## src/rtl/mrw_pkg.sv

```systemverilog
package mrw_pkg;
  localparam int DATA_W      = 16;
  localparam int IDX_W       = 3;
  localparam int RANK_W      = 4;
  localparam int PS_W        = 2;
  localparam int ENT_W       = 3;
  localparam int STEP_W      = 3;
  localparam int CMD_W       = 32;
  localparam int TYPE_POS    = 0;
  localparam int RANK_POS    = 4;
  localparam int IDX_POS     = 12;
  localparam int TRIG_POS    = 31;
  localparam int LAST_STEP   = 6;
  localparam int LAST_ENTRY  = 7;
  localparam int MIRROR_RANK = 2;

  typedef struct packed {
    logic [IDX_W-1:0]  idx;
    logic [DATA_W-1:0] data;
    logic [RANK_W-1:0] rank;
    logic              wtype;
  } mr_req_t;

  typedef enum logic [2:0] {
    S_IDLE, S_PRE, S_POLL1, S_POLL2, S_LOAD, S_TRIG, S_WAIT
  } seq_st_t;

  typedef enum logic [1:0] {
    W_IDLE, W_ISSUE, W_WAIT
  } walk_st_t;
endpackage

```

## src/rtl/mrw_rst_sync.sv

```systemverilog
module mrw_rst_sync #(
  parameter int STAGES = 2
) (
  input  logic clk,
  input  logic rst_n,
  output logic rst_n_o
);
  logic [STAGES-1:0] chain_q;

  always_ff @(posedge clk or negedge rst_n) begin
    if (!rst_n) chain_q <= '0;
    else        chain_q <= {chain_q[STAGES-2:0], 1'b1};
  end

  assign rst_n_o = chain_q[STAGES-1];
endmodule

```

## src/rtl/mrw_mirror.sv

```systemverilog
module mrw_mirror import mrw_pkg::*; #(
  parameter int MIR_RANK = MIRROR_RANK
) (
  input  logic    clk,
  input  logic    rst_n,
  input  logic    mirror_en,
  input  logic    ddr4,
  input  mr_req_t req_i,
  output mr_req_t req_o
);
  localparam int NPAIRS = 3;
  localparam int PAIR0  = 3;

  logic apply;
  assign apply = mirror_en && (req_i.rank == RANK_W'(MIR_RANK));

  logic [DATA_W-1:0] din, dout;
  logic [IDX_W-1:0]  iout;

  always_comb begin
    din  = req_i.data;
    dout = din;
    for (int p = 0; p < NPAIRS; p++) begin
      dout[PAIR0 + 2*p]     = din[PAIR0 + 2*p + 1];
      dout[PAIR0 + 2*p + 1] = din[PAIR0 + 2*p];
    end
    if (ddr4) begin
      dout[11]    = din[13];
      dout[13]    = din[11];
      dout[15:14] = 2'b00;
    end
    iout = {req_i.idx[IDX_W-1:2], req_i.idx[0], req_i.idx[1]};
  end

  always_comb begin
    req_o = req_i;
    if (apply) begin
      req_o.idx  = iout;
      req_o.data = dout;
    end
  end

  // index permutation never changes how many bits are set
  p_idx_ones_kept_r2: assert property (@(posedge clk) disable iff (!rst_n)
    $countones(req_o.idx) == $countones(req_i.idx));

  // data permutation keeps the set-bit count unless DDR4 drops bits 15:14
  p_data_ones_kept_r4: assert property (@(posedge clk) disable iff (!rst_n)
    (!apply || !ddr4 || (req_i.data[15:14] == 2'b00)) |->
      ($countones(req_o.data) == $countones(req_i.data)));
endmodule

```

## src/rtl/mrw_seq.sv

```systemverilog
module mrw_seq import mrw_pkg::*; (
  input  logic             clk,
  input  logic             rst_n,
  input  logic             start,
  input  mr_req_t          req_i,
  output logic             busy_o,
  output logic             done_o,
  output logic             cmd_we,
  output logic             data_we,
  output logic [CMD_W-1:0] cmd,
  output logic [DATA_W-1:0] data,
  input  logic             ctl_busy
);
  seq_st_t          st_q, st_d;
  mr_req_t          req_q;
  logic             req_en;
  logic [CMD_W-1:0] cmd_q, load_word;
  logic             cmd_en;
  logic             done_q, done_d;

  always_comb begin
    load_word = '0;
    load_word[TYPE_POS]               = req_q.wtype;
    load_word[RANK_POS +: RANK_W]     = req_q.rank;
    load_word[IDX_POS  +: IDX_W]      = req_q.idx;
  end

  always_comb begin
    st_d   = st_q;
    req_en = 1'b0;
    cmd_en = 1'b0;
    done_d = 1'b0;
    unique case (st_q)
      S_IDLE:  if (start) begin st_d = S_PRE; req_en = 1'b1; end
      S_PRE:   st_d = S_POLL1;
      S_POLL1: if (!ctl_busy) st_d = S_POLL2;
      S_POLL2: st_d = ctl_busy ? S_POLL1 : S_LOAD;
      S_LOAD:  begin st_d = S_TRIG; cmd_en = 1'b1; end
      S_TRIG:  st_d = S_WAIT;
      S_WAIT:  if (!ctl_busy) begin st_d = S_IDLE; done_d = 1'b1; end
      default: st_d = S_IDLE;
    endcase
  end

  always_ff @(posedge clk or negedge rst_n) begin
    if (!rst_n) begin
      st_q   <= S_IDLE;
      req_q  <= '0;
      cmd_q  <= '0;
      done_q <= 1'b0;
    end else begin
      st_q   <= st_d;
      done_q <= done_d;
      if (req_en) req_q <= req_i;
      if (cmd_en) cmd_q <= load_word;
    end
  end

  always_comb begin
    cmd_we  = 1'b0;
    data_we = 1'b0;
    cmd     = cmd_q;
    unique case (st_q)
      S_PRE:   begin cmd_we = 1'b1; cmd[TRIG_POS] = 1'b1; end
      S_LOAD:  begin cmd_we = 1'b1; data_we = 1'b1; cmd = load_word; end
      S_TRIG:  begin cmd_we = 1'b1; cmd[TRIG_POS] = 1'b1; end
      default: ;
    endcase
  end

  assign data   = req_q.data;
  assign busy_o = (st_q != S_IDLE);
  assign done_o = done_q;

  // a load only follows two cycles in which busy was low
  p_two_idle_polls_r6: assert property (@(posedge clk) disable iff (!rst_n)
    data_we |-> ($past(!ctl_busy) && $past(!ctl_busy, 2)));

  // the trigger right after the load repeats the loaded fields
  p_trig_after_load_r7: assert property (@(posedge clk) disable iff (!rst_n)
    data_we |=> (cmd_we && cmd[TRIG_POS] && !data_we &&
                 (cmd[TRIG_POS-1:0] == $past(cmd[TRIG_POS-1:0]))));

  // completion is reported only after busy was seen low
  p_done_after_idle_r7: assert property (@(posedge clk) disable iff (!rst_n)
    done_o |-> $past(!ctl_busy));

  // the load word never carries the trigger bit
  p_load_no_trig_r5: assert property (@(posedge clk) disable iff (!rst_n)
    data_we |-> !cmd[TRIG_POS]);
endmodule

```

## src/rtl/mrw_walker.sv

```systemverilog
module mrw_walker import mrw_pkg::*; (
  input  logic              clk,
  input  logic              rst_n,
  input  logic              start,
  input  logic [PS_W-1:0]   pstate,
  input  logic [RANK_W-1:0] ranks,
  input  logic              seq_done,
  input  logic [DATA_W-1:0] tbl_data,
  output logic              active,
  output logic              issue,
  output mr_req_t           wreq,
  output logic [PS_W-1:0]   tbl_pstate,
  output logic [ENT_W-1:0]  tbl_entry,
  output logic              done
);
  walk_st_t          st_q, st_d;
  logic [PS_W-1:0]   ps_q, ps_d;
  logic [RANK_W-1:0] nr_q, nr_d, rank_q, rank_d;
  logic [STEP_W-1:0] step_q, step_d;
  logic              done_q, done_d;
  logic              last;

  assign last = (step_q == STEP_W'(LAST_STEP)) && (rank_q == nr_q);

  always_comb begin
    st_d   = st_q;
    ps_d   = ps_q;
    nr_d   = nr_q;
    rank_d = rank_q;
    step_d = step_q;
    done_d = 1'b0;
    issue  = 1'b0;
    unique case (st_q)
      W_IDLE: if (start) begin
        ps_d   = pstate;
        nr_d   = ranks;
        rank_d = RANK_W'(1);
        step_d = '0;
        if (ranks == '0) done_d = 1'b1;
        else             st_d   = W_ISSUE;
      end
      W_ISSUE: begin
        issue = 1'b1;
        st_d  = W_WAIT;
      end
      W_WAIT: if (seq_done) begin
        if (last) begin
          done_d = 1'b1;
          st_d   = W_IDLE;
        end else begin
          st_d = W_ISSUE;
          if (step_q == STEP_W'(LAST_STEP)) begin
            step_d = '0;
            rank_d = rank_q + RANK_W'(1);
          end else begin
            step_d = step_q + STEP_W'(1);
          end
        end
      end
      default: st_d = W_IDLE;
    endcase
  end

  always_ff @(posedge clk or negedge rst_n) begin
    if (!rst_n) begin
      st_q   <= W_IDLE;
      ps_q   <= '0;
      nr_q   <= '0;
      rank_q <= '0;
      step_q <= '0;
      done_q <= 1'b0;
    end else begin
      st_q   <= st_d;
      ps_q   <= ps_d;
      nr_q   <= nr_d;
      rank_q <= rank_d;
      step_q <= step_d;
      done_q <= done_d;
    end
  end

  assign active     = (st_q != W_IDLE);
  assign tbl_pstate = ps_q;
  assign tbl_entry  = (step_q == STEP_W'(LAST_STEP)) ? ENT_W'(LAST_ENTRY)
                                                      : ENT_W'(step_q);
  assign wreq.idx   = IDX_W'(step_q);
  assign wreq.data  = tbl_data;
  assign wreq.rank  = rank_q;
  assign wreq.wtype = 1'b0;
  assign done       = done_q;

  // the completion pulse lasts one cycle
  p_walk_done_single_r9: assert property (@(posedge clk) disable iff (!rst_n)
    done |=> !done);

  // while walking, the rank stays between 1 and the requested count
  p_rank_in_range_r8: assert property (@(posedge clk) disable iff (!rst_n)
    active |-> ((rank_q >= RANK_W'(1)) && (rank_q <= nr_q)));

  // the table row is frozen for the whole walk
  p_pstate_frozen_r10: assert property (@(posedge clk) disable iff (!rst_n)
    (active && $past(active)) |-> $stable(tbl_pstate));
endmodule

```

## src/rtl/mrw_issuer.sv

```systemverilog
module mrw_issuer import mrw_pkg::*; #(
  parameter int RST_STAGES = 2
) (
  input  logic              clk,
  input  logic              rst_n,
  input  logic              cfg_mirror,
  input  logic              cfg_ddr4,
  input  logic              req_valid,
  input  logic [IDX_W-1:0]  req_idx,
  input  logic [DATA_W-1:0] req_data,
  input  logic [RANK_W-1:0] req_rank,
  input  logic              req_type,
  output logic              ready,
  output logic              wr_done,
  input  logic              walk_start,
  input  logic [PS_W-1:0]   walk_pstate,
  input  logic [RANK_W-1:0] walk_ranks,
  output logic              walk_done,
  output logic [PS_W-1:0]   tbl_pstate,
  output logic [ENT_W-1:0]  tbl_entry,
  input  logic [DATA_W-1:0] tbl_data,
  output logic              ctl_cmd_we,
  output logic              ctl_data_we,
  output logic [CMD_W-1:0]  ctl_cmd,
  output logic [DATA_W-1:0] ctl_data,
  input  logic              ctl_busy
);
  logic    rst_n_s;
  logic    seq_busy, seq_done, walk_active, walk_issue;
  logic    walk_acc, single_acc, seq_start;
  mr_req_t single_req, walk_req, raw_req, mir_req;

  mrw_rst_sync #(.STAGES(RST_STAGES)) u_rst (
    .clk(clk), .rst_n(rst_n), .rst_n_o(rst_n_s)
  );

  assign ready      = !seq_busy && !walk_active;
  assign walk_acc   = walk_start && ready;
  assign single_acc = req_valid && ready && !walk_start;
  assign seq_start  = walk_issue || single_acc;

  assign single_req.idx   = req_idx;
  assign single_req.data  = req_data;
  assign single_req.rank  = req_rank;
  assign single_req.wtype = req_type;
  assign raw_req = walk_active ? walk_req : single_req;

  mrw_walker u_walk (
    .clk(clk), .rst_n(rst_n_s), .start(walk_acc), .pstate(walk_pstate),
    .ranks(walk_ranks), .seq_done(seq_done), .tbl_data(tbl_data),
    .active(walk_active), .issue(walk_issue), .wreq(walk_req),
    .tbl_pstate(tbl_pstate), .tbl_entry(tbl_entry), .done(walk_done)
  );

  mrw_mirror u_mir (
    .clk(clk), .rst_n(rst_n_s), .mirror_en(cfg_mirror), .ddr4(cfg_ddr4),
    .req_i(raw_req), .req_o(mir_req)
  );

  mrw_seq u_seq (
    .clk(clk), .rst_n(rst_n_s), .start(seq_start), .req_i(mir_req),
    .busy_o(seq_busy), .done_o(seq_done), .cmd_we(ctl_cmd_we),
    .data_we(ctl_data_we), .cmd(ctl_cmd), .data(ctl_data),
    .ctl_busy(ctl_busy)
  );

  assign wr_done = seq_done;

  // nothing is strobed while the block reports ready
  p_idle_quiet_r11: assert property (@(posedge clk) disable iff (!rst_n_s)
    ready |-> (!ctl_cmd_we && !ctl_data_we));
endmodule

```

## config.mk

```make
export PLATFORM = sky130hd
export DESIGN_NAME = mrw_issuer
export DESIGN_NICKNAME = d
export VERILOG_FILES = /design/src/rtl/mrw_pkg.sv /design/src/rtl/mrw_rst_sync.sv /design/src/rtl/mrw_mirror.sv /design/src/rtl/mrw_seq.sv /design/src/rtl/mrw_walker.sv /design/src/rtl/mrw_issuer.sv
export SDC_FILE = /design/constraint.sdc
export NUM_CORES = 1
export LEC_CHECK = 0
export BUFFER_PORTS_ARGS = -buffer_cell sky130_fd_sc_hd__buf_2
export CORE_MARGIN = 2
export CORE_UTILIZATION = 45
export CTS_CLUSTER_SIZE = 12
export DETAILED_ROUTE_END_ITERATION = 8
export PLACE_DENSITY = 0.73
export SETUP_SLACK_MARGIN = 0.02
export SYNTH_ARGS = -nofsm -noshare
export SYNTH_HDL_FRONTEND = slang
export SYNTH_SLANG_ARGS = --single-unit
```

## constraint.sdc

```tcl
create_clock -name clk -period 2.3 [get_ports clk]
set_clock_uncertainty 0.05 [all_clocks]
set_input_delay 0.23 -clock clk [delete_from_list [all_inputs] [get_ports clk]]
set_output_delay 0.23 -clock clk [all_outputs]
set_load 0.05 [all_outputs]
```

==> metrics, run 1 <==
initial antenna violation count 0; Crit. End Element primary output; drt wl/cell 13.9 µm; final worst slack 0.151 ns; CTS Buffer Depth 2; vias in the first global route 2433; largest net degree at the start of global routing 47; CTS root buf clkbuf_8; hpwl dp 5180 µm; combinational family with the most area after synthesis simple AND/OR/NAND/NOR gates; first-pass GRT wire length 11100 µm; CP cell instances inv_1 -> nor3_4 -> buf_12 -> mux2_2 -> buf_2; syn_area_per_cell 10.0 µm²; Crit-path slowest cell dfrtp_1; post-synth top area share 41.4%; YS warnings 0; register area share after synthesis 41.4%; DRC 0; clock buffer count from CTS 5; vias per inst 5.12; min cycle time layout 2.15 ns; pre-CTS setup slack 0.325 ns; Slew HR 30.8%; Worst VDD drop 0.000811 V; XOR/XNOR Fraction of Synth Area 1.07%; EDFF count, synth 0; Rows 31; multiplexer area fraction after synthesis 15.3%; FF+latch count, synth 54; gr ovfl total 0; status complete, no violations; main flop type after synthesis dfrtp_1; Filler cells 666; final wirelength 7000 µm; initial core utilization 45.7%; top post-synthesis cells by area dfrtp_1 (41%), mux2i_1 (10%), buf_4 (6.2%); CP Data Required Time 2.02 ns; fraction of final layout cells sized beyond drive strength 1 32.1%; slowest stage delay, CP 0.47 ns; RSZ-0062 raised after global routing false; final slew viol count 0; CTS sink cnt 54; final non-filler cell total 504; Inst Count DP 494; CTS H-tree depth 2; Routed Antenna Nets 0; Gate Count Post-Synth 325; Startpoint Class flip-flop; router iterations before antenna repair 6; CTS tree built; diode count 0; Hold WC Path Type input port to flip-flop; Compound-Gate Fraction of Synth Area 14.7%; Netlist cell types 55; Leakage Power 1.82 nW; Worst EP arrival 1.87 ns; Synth Area in Simple Gates 17.2%; IO Pins 111; Final Hold Fails 0; setup violators final 0; die width 89.1 µm; Tcrit/Tclk final 93.4%; GP Congestion 0.799; fin util 53.4%; initial drt markers 99; Final #Nets 458; fmax 0.465 GHz; die area 7940 µm²; cell taking the most area after synthesis dfrtp_1; TNS Setup 0 ns; Tightest Pin Transition 1.03 ns; Synth Cell Area 3260 µm²; Max-Cap Viols 0; area grow syn2layout 16.9%; register clock-pin slew on the reported worst setup and hold paths 0.10 ns; Adder-Cell Fraction of Synth Area 0.384%; Clk Latency, worst-skew pair 0.32 ns; routed vias 2580; GR Util All Layers 17.7%; Async S/R FF share, synth 100%; core area 7140 µm²; die height 89.1 µm; IO buf count 87; worst-path fanout max 9; Setup CP Type flip-flop to primary output; Pwr Density 1360 nW/µm²
final timing paths:
path	startpoint	end	slack, ns	depth (start not counted)
setup / recovery	u_seq.st_q[2]$_DFFE_PN0P_	ctl_cmd[12]	0.15	5
hold / removal	walk_pstate[0]	u_walk.tbl_pstate[0]$_DFFE_PN0P_	0.09	2
setup reg to reg	u_walk.st_q[1]$_DFFE_PN0P_	u_seq.data[13]$_DFFE_PN0P_	0.42	3
hold reg to reg	u_rst.chain_q[1]$_DFF_PN0_	u_seq.data[2]$_DFFE_PN0P_	0.14	0
max in group asynchronous	u_rst.chain_q[1]$_DFF_PN0_	u_walk.rank_q[2]$_DFFE_PN0P_	1.45	1
min in group asynchronous	u_rst.chain_q[1]$_DFF_PN0_	u_seq.data[2]$_DFFE_PN0P_	0.14	0
power breakdown:
group / total (mW) / internal, mW / switching [mW]
Clock: 0.558 / 0.225 / 0.333
Combinational: 2.91 / 0.948 / 1.97
Sequential: 1.71 / 1.34 / 0.373
Total: 5.18 / 2.51 / 2.67
cell type report:
class	count	area [µm²]	area share, %
clock buffer	5	68.8	1.81
clock inverter	3	26.3	0.689
inverter	9	33.8	0.886
multi-input combinational	240	1690	44.4
sequential	54	1350	35.5
tap	99	124	3.25
timing repair buffer	94	515	13.5
placed cells by master, fill, tap and decap left out, drive strengths merged, types with 6 or more instances in the layout:
cell | Yosys | final
dfrtp | 54 | 54
mux2i | 33 | 33
conb | 2 | 24
nor3 | 7 | 7
a21oi | 8 | 8
nand2 | 37 | 37
a31oi | 7 | 7
mux2 | 15 | 15
nand2b | 16 | 16
a22o | 6 | 6
o21ai | 15 | 15
inv | 9 | 11
buf | 34 | 93
nor2 | 7 | 7
registers in the layout (all words and copies together), names as in the netlist:
register           flops
u_seq.data            16
u_seq.cmd_q            8
u_seq.load_word        8
u_walk.nr_q            4
u_walk.rank_q          4
u_seq.st_q             3
u_walk.step_q          3
u_rst.chain_q          2
u_walk.st_q            2
u_walk.tbl_pstate      2
u_seq.done_o           1
u_walk.done            1
metrics by stage:
stage,hold slack (ns),power [mW],instance area (µm²)
6_report,0.0920,5.18,3810
3_3_place_gp,-0.0340,4.57,3690
2_1_floorplan,-0.116,4.04,3340
4_1_cts,0.0853,5.20,3790
5_1_grt,0.0874,5.53,3810
3_5_place_dp,-0.0313,4.64,3690
routing by layer:
layer  part of all wire (%)  wire (µm)  vias up  track usage, %
li1                       -          -     1262               -
met1                     43       2980     1229            21.7
met2                     50       3530       79            30.6
met3                    5.5        383       10            3.97
met4                    1.5        108        0            6.24
met5                      0          0        -               0
synthesized netlist by cell type (3+ instances only):
cell type / number
inv_1: 9
nand2_1: 37
clkbuf_1: 10
a211oi_1: 5
dfrtp_1: 54
buf_4: 27
nand3b_1: 4
a22o_1: 6
nor2b_1: 4
a21oi_1: 8
a31oi_1: 7
xor2_1: 3
a21boi_0: 3
nor3_1: 5
o21ai_0: 14
nor2_1: 7
o22ai_1: 5
mux2i_1: 33
mux2_2: 15
o31ai_1: 4
buf_2: 6
nand2b_1: 16
critical path: cells and delay by family (launching register included):
family | cells | cell delay (ns)
buffers and inverters | 3 | 0.51
multiplexers | 1 | 0.34
flip-flops | 1 | 0.47
AND/OR/NAND/NOR | 1 | 0.22
cells by family after synthesis:
group	count (synthesis)
buffers and inverters	53
XOR/XNOR	4
AND/OR/NAND/NOR	96
flip-flops	54
AO/OA/AOI/OAI	67
adder cells (fa/ha/maj)	1
other	2
multiplexers	48
timing repair:
action | 4_1_cts | 5_1_grt
endpoints found under the hold margin | 2 | 0
setup endpoints to repair | 8 | 8
cloned | 0 | 0
buffers inserted | 0 | 1
gates resized for setup | 0 | 0
hold buffers | 1 | 0
pin swaps | 1 | 1
Power figures use the tool's default switching activity.
==> inputs of run 2 (changes only) <==
--- a/config.mk
+++ b/config.mk
@@ -6,11 +6,13 @@
 export NUM_CORES = 1
 export LEC_CHECK = 0
 export BUFFER_PORTS_ARGS = -buffer_cell sky130_fd_sc_hd__buf_2
+export CELL_PAD_IN_SITES_DETAIL_PLACEMENT = 1
+export CELL_PAD_IN_SITES_GLOBAL_PLACEMENT = 2
 export CORE_MARGIN = 2
-export CORE_UTILIZATION = 45
+export CORE_UTILIZATION = 30
 export CTS_CLUSTER_SIZE = 12
 export DETAILED_ROUTE_END_ITERATION = 8
-export PLACE_DENSITY = 0.73
+export PLACE_DENSITY_LB_ADDON = 0.1
 export SETUP_SLACK_MARGIN = 0.02
 export SYNTH_ARGS = -nofsm -noshare
 export SYNTH_HDL_FRONTEND = slang
==> run 2 against run 1 <==
  * Global-route usage decreased by 2.7 points
  * Design area increased by 1.8%
  * Flip-flop and latch count unchanged
  * Sequential share of layout area decreased by 0.63 points
==> metrics, run 2 (synthesis gave the netlist of run 1 again) <==
Slew HR 59.8%; Hold WC Path Type input port to flip-flop; router iterations before antenna repair 4; Startpoint Class flip-flop; IO buf count 87; Min Hold Slack 0.0889 ns; core area 10700 µm²; min cycle time layout 2.11 ns; PostCTS Resize Cnt 0; die height 108 µm; Comb power frac 56.9%; CTS H-tree depth 2; Worst Reg-to-Reg Cells 4; GRT busiest layer met2; CTS sink cnt 54; hpwl dp 6330 µm; CTS tree built; GR Util All Layers 14.9%; worst-path fanout max 9; Tightest Pin Transition 0.603 ns; final slew viol count 0; Largest register FFs 16; vias per inst 4.78; fmax 0.474 GHz; TNS Setup 0 ns; Crit. End Element primary output; most frequent cells in the layout buf_2 (87), dfrtp_1 (53), nand2_1 (37); most common cell after layout, fill and taps aside buf_2; Seq pwr share 33.1%; Final #Nets 460; r2r setup slk 0.46 ns; hold path depth 2; Reg-to-Reg Start u_walk.st_q[1]$_DFFE_PN0P_; status complete, no violations; gr ovfl total 0; die area 11700 µm²; Max-Cap Viols 0; Routed Antenna Nets 0; Pwr Density 1350 nW/µm²; GP Congestion 0.769; Leakage Power 1.83 nW; routed vias 2611; IO Pins 111; Final Hold Fails 0; Clk Latency, worst-skew pair 0.31 ns; final wirelength 8430 µm; CP Data Required Time 2.02 ns; fraction of power spent switching nets 51.7%; fraction of final layout cells sized beyond drive strength 1 31.8%; area grow syn2layout 19.0%; diode count 0; CTS root buf clkbuf_8; clock buffer count from CTS 5; Worst R2R End u_seq.data[11]$_DFFE_PN0P_; Worst EP arrival 1.83 ns; launch point of the worst hold path walk_pstate[1]; met2 usage 24.8%; setup violators final 0; initial antenna violation count 0; internal power 2.52 mW; WHS Endpoint u_walk.tbl_pstate[1]$_DFFE_PN0P_; Worst VDD drop 0.000619 V; P_sw 2.70 mW; Setup CP Type flip-flop to primary output; CTS Buffer Depth 2; register clock-pin slew on the reported worst setup and hold paths 0.10 ns; drt wl/cell 15.4 µm; Tcrit/Tclk final 91.7%; vias in the first global route 2656; RSZ-0062 raised after global routing false; initial drt markers 74; GR Layer Usage met3 2.95%; first-pass GRT wire length 13800 µm; met1 usage 20.2%; Rows 38; die width 108 µm; DRC 0; initial core utilization 30.5%; Clk pwr share 10.0%; largest net degree at the start of global routing 33
==> run 2: changes by cell type in the layout (fill, tap and decap cells not counted) <==
cell,before,now
buf_12,2,3
inv_6,2,0
clkinv_4,1,0
buf_4,4,5
nor4b_4,1,2
nor4b_2,1,0
clkbuf_1,0,2
==> run 2: what timing repair did <==
item                                    CTS  global route
endpoints found under the setup margin    8             0
hold buffers                              1             0
hold endpoints to repair                  2             0
setup buffers                             1             0
==> run 2: worst max path at each step <==
stage / cells after the start / slack, ns / start / end
after CTS: 4 / 0.18 / u_seq.st_q[1]$_DFFE_PN0P_ / ctl_cmd[12]
after global placement: 4 / 0.35 / u_seq.st_q[2]$_DFFE_PN0P_ / ctl_cmd[14]
final: 4 / 0.19 / u_seq.st_q[1]$_DFFE_PN0P_ / ctl_cmd[12]
after global routing: 5 / 0.09 / u_seq.st_q[2]$_DFFE_PN0P_ / ctl_cmd[12]
after floorplan: 3 / 0.26 / u_seq.st_q[2]$_DFFE_PN0P_ / ctl_cmd[0]
after detailed placement: 4 / 0.32 / u_seq.st_q[2]$_DFFE_PN0P_ / ctl_cmd[14]
==> run 2: final cells by class <==
cell class	count	area (µm²)
clock buffers	7	76.3
fillers	1268	6820
inverters	9	33.8
multi-input cells	240	1700
flip-flops and latches	54	1350
well taps	140	175
repair buffers	96	543
==> run 2: metrics by stage <==
step           utilization (%)  setup WS, ns  power [mW]  cells  area [µm²]
3_5_place_dp              35.3         0.317        4.75    537        3770
3_3_place_gp              35.3         0.352        4.73    537        3770
6_report                  36.3         0.190        5.23    546        3880
2_1_floorplan                -         0.265        4.04    347        3340
5_1_grt                   36.3        0.0947        5.61    546        3880
4_1_cts                   36.3         0.179        5.32    546        3880
==> run 2: power by group through the flow <==
stage               combinational (mW)  clock [mW]  sequential [mW]
CTS                               3.02       0.557             1.74
floorplan                         1.94           0             2.10
detailed placement                2.99           0             1.76
finish                            2.98       0.522             1.73
global route                      3.22       0.589             1.81
global placement                  2.97           0             1.75
==> run 2: critical path, cell delays in order (launching register included) <==
cell,delay [ns]
dfrtp_1,0.53
nor3_4,0.27
buf_12,0.16
mux2_2,0.35
buf_2,0.21
==> run 2: metal layers <==
layer	up-vias	share of wire (%)
met4	0	0.71
met2	68	48
met1	1265	46
met3	7	5.5
met5	-	0
li1	1271	-
==> inputs of run 3 (changes only) <==
--- a/config.mk
+++ b/config.mk
@@ -6,13 +6,14 @@
 export NUM_CORES = 1
 export LEC_CHECK = 0
 export BUFFER_PORTS_ARGS = -buffer_cell sky130_fd_sc_hd__buf_2
+export CAP_MARGIN = 20
 export CELL_PAD_IN_SITES_DETAIL_PLACEMENT = 1
 export CELL_PAD_IN_SITES_GLOBAL_PLACEMENT = 2
 export CORE_MARGIN = 2
 export CORE_UTILIZATION = 30
 export CTS_CLUSTER_SIZE = 12
 export DETAILED_ROUTE_END_ITERATION = 8
-export PLACE_DENSITY_LB_ADDON = 0.1
+export PLACE_DENSITY = 0.82
 export SETUP_SLACK_MARGIN = 0.02
 export SYNTH_ARGS = -nofsm -noshare
 export SYNTH_HDL_FRONTEND = slang
==> run 3 against run 2 <==
  * Maximum frequency is 2.2% lower
  * Via count increased by 1.7%
  * Worst setup slack got worse by 0.047 ns
  * First-iteration DRC count is 2.7% lower
  * Routed wire length about the same
  * Total power increased by 2.6%
  * Critical endpoint is now ctl_cmd[14]
  * Largest power group unchanged
  * Highest routed layer unchanged
==> metrics, run 3 (synthesis gave the netlist of run 1 again) <==
status complete, no violations; number of cells on the critical path 5; Setup CP Type flip-flop to primary output; largest net degree at the start of global routing 28; Reg-to-Reg Start u_walk.rank_q[3]$_DFFE_PN0P_; final slew viol count 0; Worst VDD drop 0.000410 V; Clk Latency, worst-skew pair 0.32 ns; hpwl dp 6390 µm; area grow syn2layout 19.8%; RSZ-0062 raised after global routing false; clock buffer count from CTS 5; Leakage Power 1.84 nW; met1 usage 17.3%; GR Util All Layers 14.6%; cell area after layout 3910 µm²; first-pass GRT wire length 13400 µm; die area 11700 µm²; CP Launch Point u_seq.st_q[2]$_DFFE_PN0P_; worst-path fanout max 9; hold path depth 2; Worst Reg-to-Reg Cells 5; CTS sink cnt 54; IO Pins 111; final wirelength 8430 µm; CTS Buffer Depth 2; IO buf count 87; CP Data Required Time 2.02 ns; diode count 0; WP buf/inv 3; routed vias 2656; fraction of final layout cells sized beyond drive strength 1 33.0%; total chip power 5.37 mW; Crit. End Element primary output; most frequent cells in the layout buf_2 (87), dfrtp_1 (52), nand2_1 (37); launch point of the worst hold path walk_pstate[1]; fin util 36.5%; GR Layer Usage met3 2.77%; CTS root buf clkbuf_8; CTS H-tree depth 2; router iterations before antenna repair 4; Tightest Pin Transition 0.705 ns; gr ovfl total 0; DRC 0; CP delay by family, top buffers and inverters; Filler cells 1240; post-CTS setup buffers 0; die height 108 µm; initial drt markers 72; most common cell after layout, fill and taps aside buf_2; Hold WC Path Type input port to flip-flop; Startpoint Class flip-flop; area of placed instances 3770 µm²; CTS tree built; Final Hold Fails 0; GRT busiest layer met2; Final #Nets 462; Pwr Density 1370 nW/µm²; die width 108 µm; fmax 0.464 GHz; Slew HR 52.9%; drt wl/cell 15.4 µm; TNS Setup 0 ns; Rows 38; min cycle time layout 2.16 ns; Crit-path slowest cell dfrtp_2; Tcrit/Tclk final 93.8%; setup violators final 0; vias per inst 4.84; Routed Antenna Nets 0; initial antenna violation count 0; Largest register FFs 16; Max-Cap Viols 0; Worst EP arrival 1.88 ns; slowest stage delay, CP 0.44 ns; register clock-pin slew on the reported worst setup and hold paths 0.10 ns; core area 10700 µm²; GP Congestion 0.848; initial core utilization 30.5%; met2 usage 26.9%; CP cell instances inv_1 -> nor3_4 -> buf_4 -> mux2_2 -> buf_2; vias in the first global route 2746
## run 3: layout make-up
type	count	area [µm²]	area share [%]
timing repair buffer	98	520	13.3
sequential	54	1350	34.7
clock inverter	2	38.8	0.993
clock buffer	6	82.6	2.11
multi-input combinational	240	1700	43.5
tap	140	175	4.49
inverter	9	33.8	0.865
## run 3: report_power, final
group / internal [mW] / leakage (nW) / total [mW] / switching [mW]
clock: 0.358 / 0.0618 / 0.685 / 0.326
combinational: 0.946 / 1.11 / 2.96 / 2.01
sequential: 1.34 / 0.676 / 1.72 / 0.384
## run 3: metal layers
metal	vias up	wire [µm]
met5	-	0
met4	0	96
met3	6	404
met2	60	4370
met1	1319	3560
li1	1271	-
## run 3: final timing paths
path / endpoint / slack, ns
max: ctl_cmd[14] / 0.14
min: u_walk.tbl_pstate[1]$_DFFE_PN0P_ / 0.09
max reg2reg: u_seq.data[5]$_DFFE_PN0P_ / 0.37
min reg2reg: u_walk.rank_q[3]$_DFFE_PN0P_ / 0.13
max in group asynchronous: u_seq.st_q[2]$_DFFE_PN0P_ / 1.44
min in group asynchronous: u_walk.rank_q[3]$_DFFE_PN0P_ / 0.13
## run 3: what timing repair did
action,in CTS,in global routing
hold buffers,1,0
setup endpoints to repair,0,8
gates resized for setup,0,1
hold endpoints to repair,2,0
## run 3: metrics by stage
step                instances  setup WS (ns)  hold slack [ns]
global placement          540          0.438          -0.0343
floorplan                 347          0.265           -0.116
global route              549         0.0301           0.0812
finish                    549          0.143           0.0929
CTS                       549         0.0333           0.0816
detailed placement        540          0.387          -0.0319
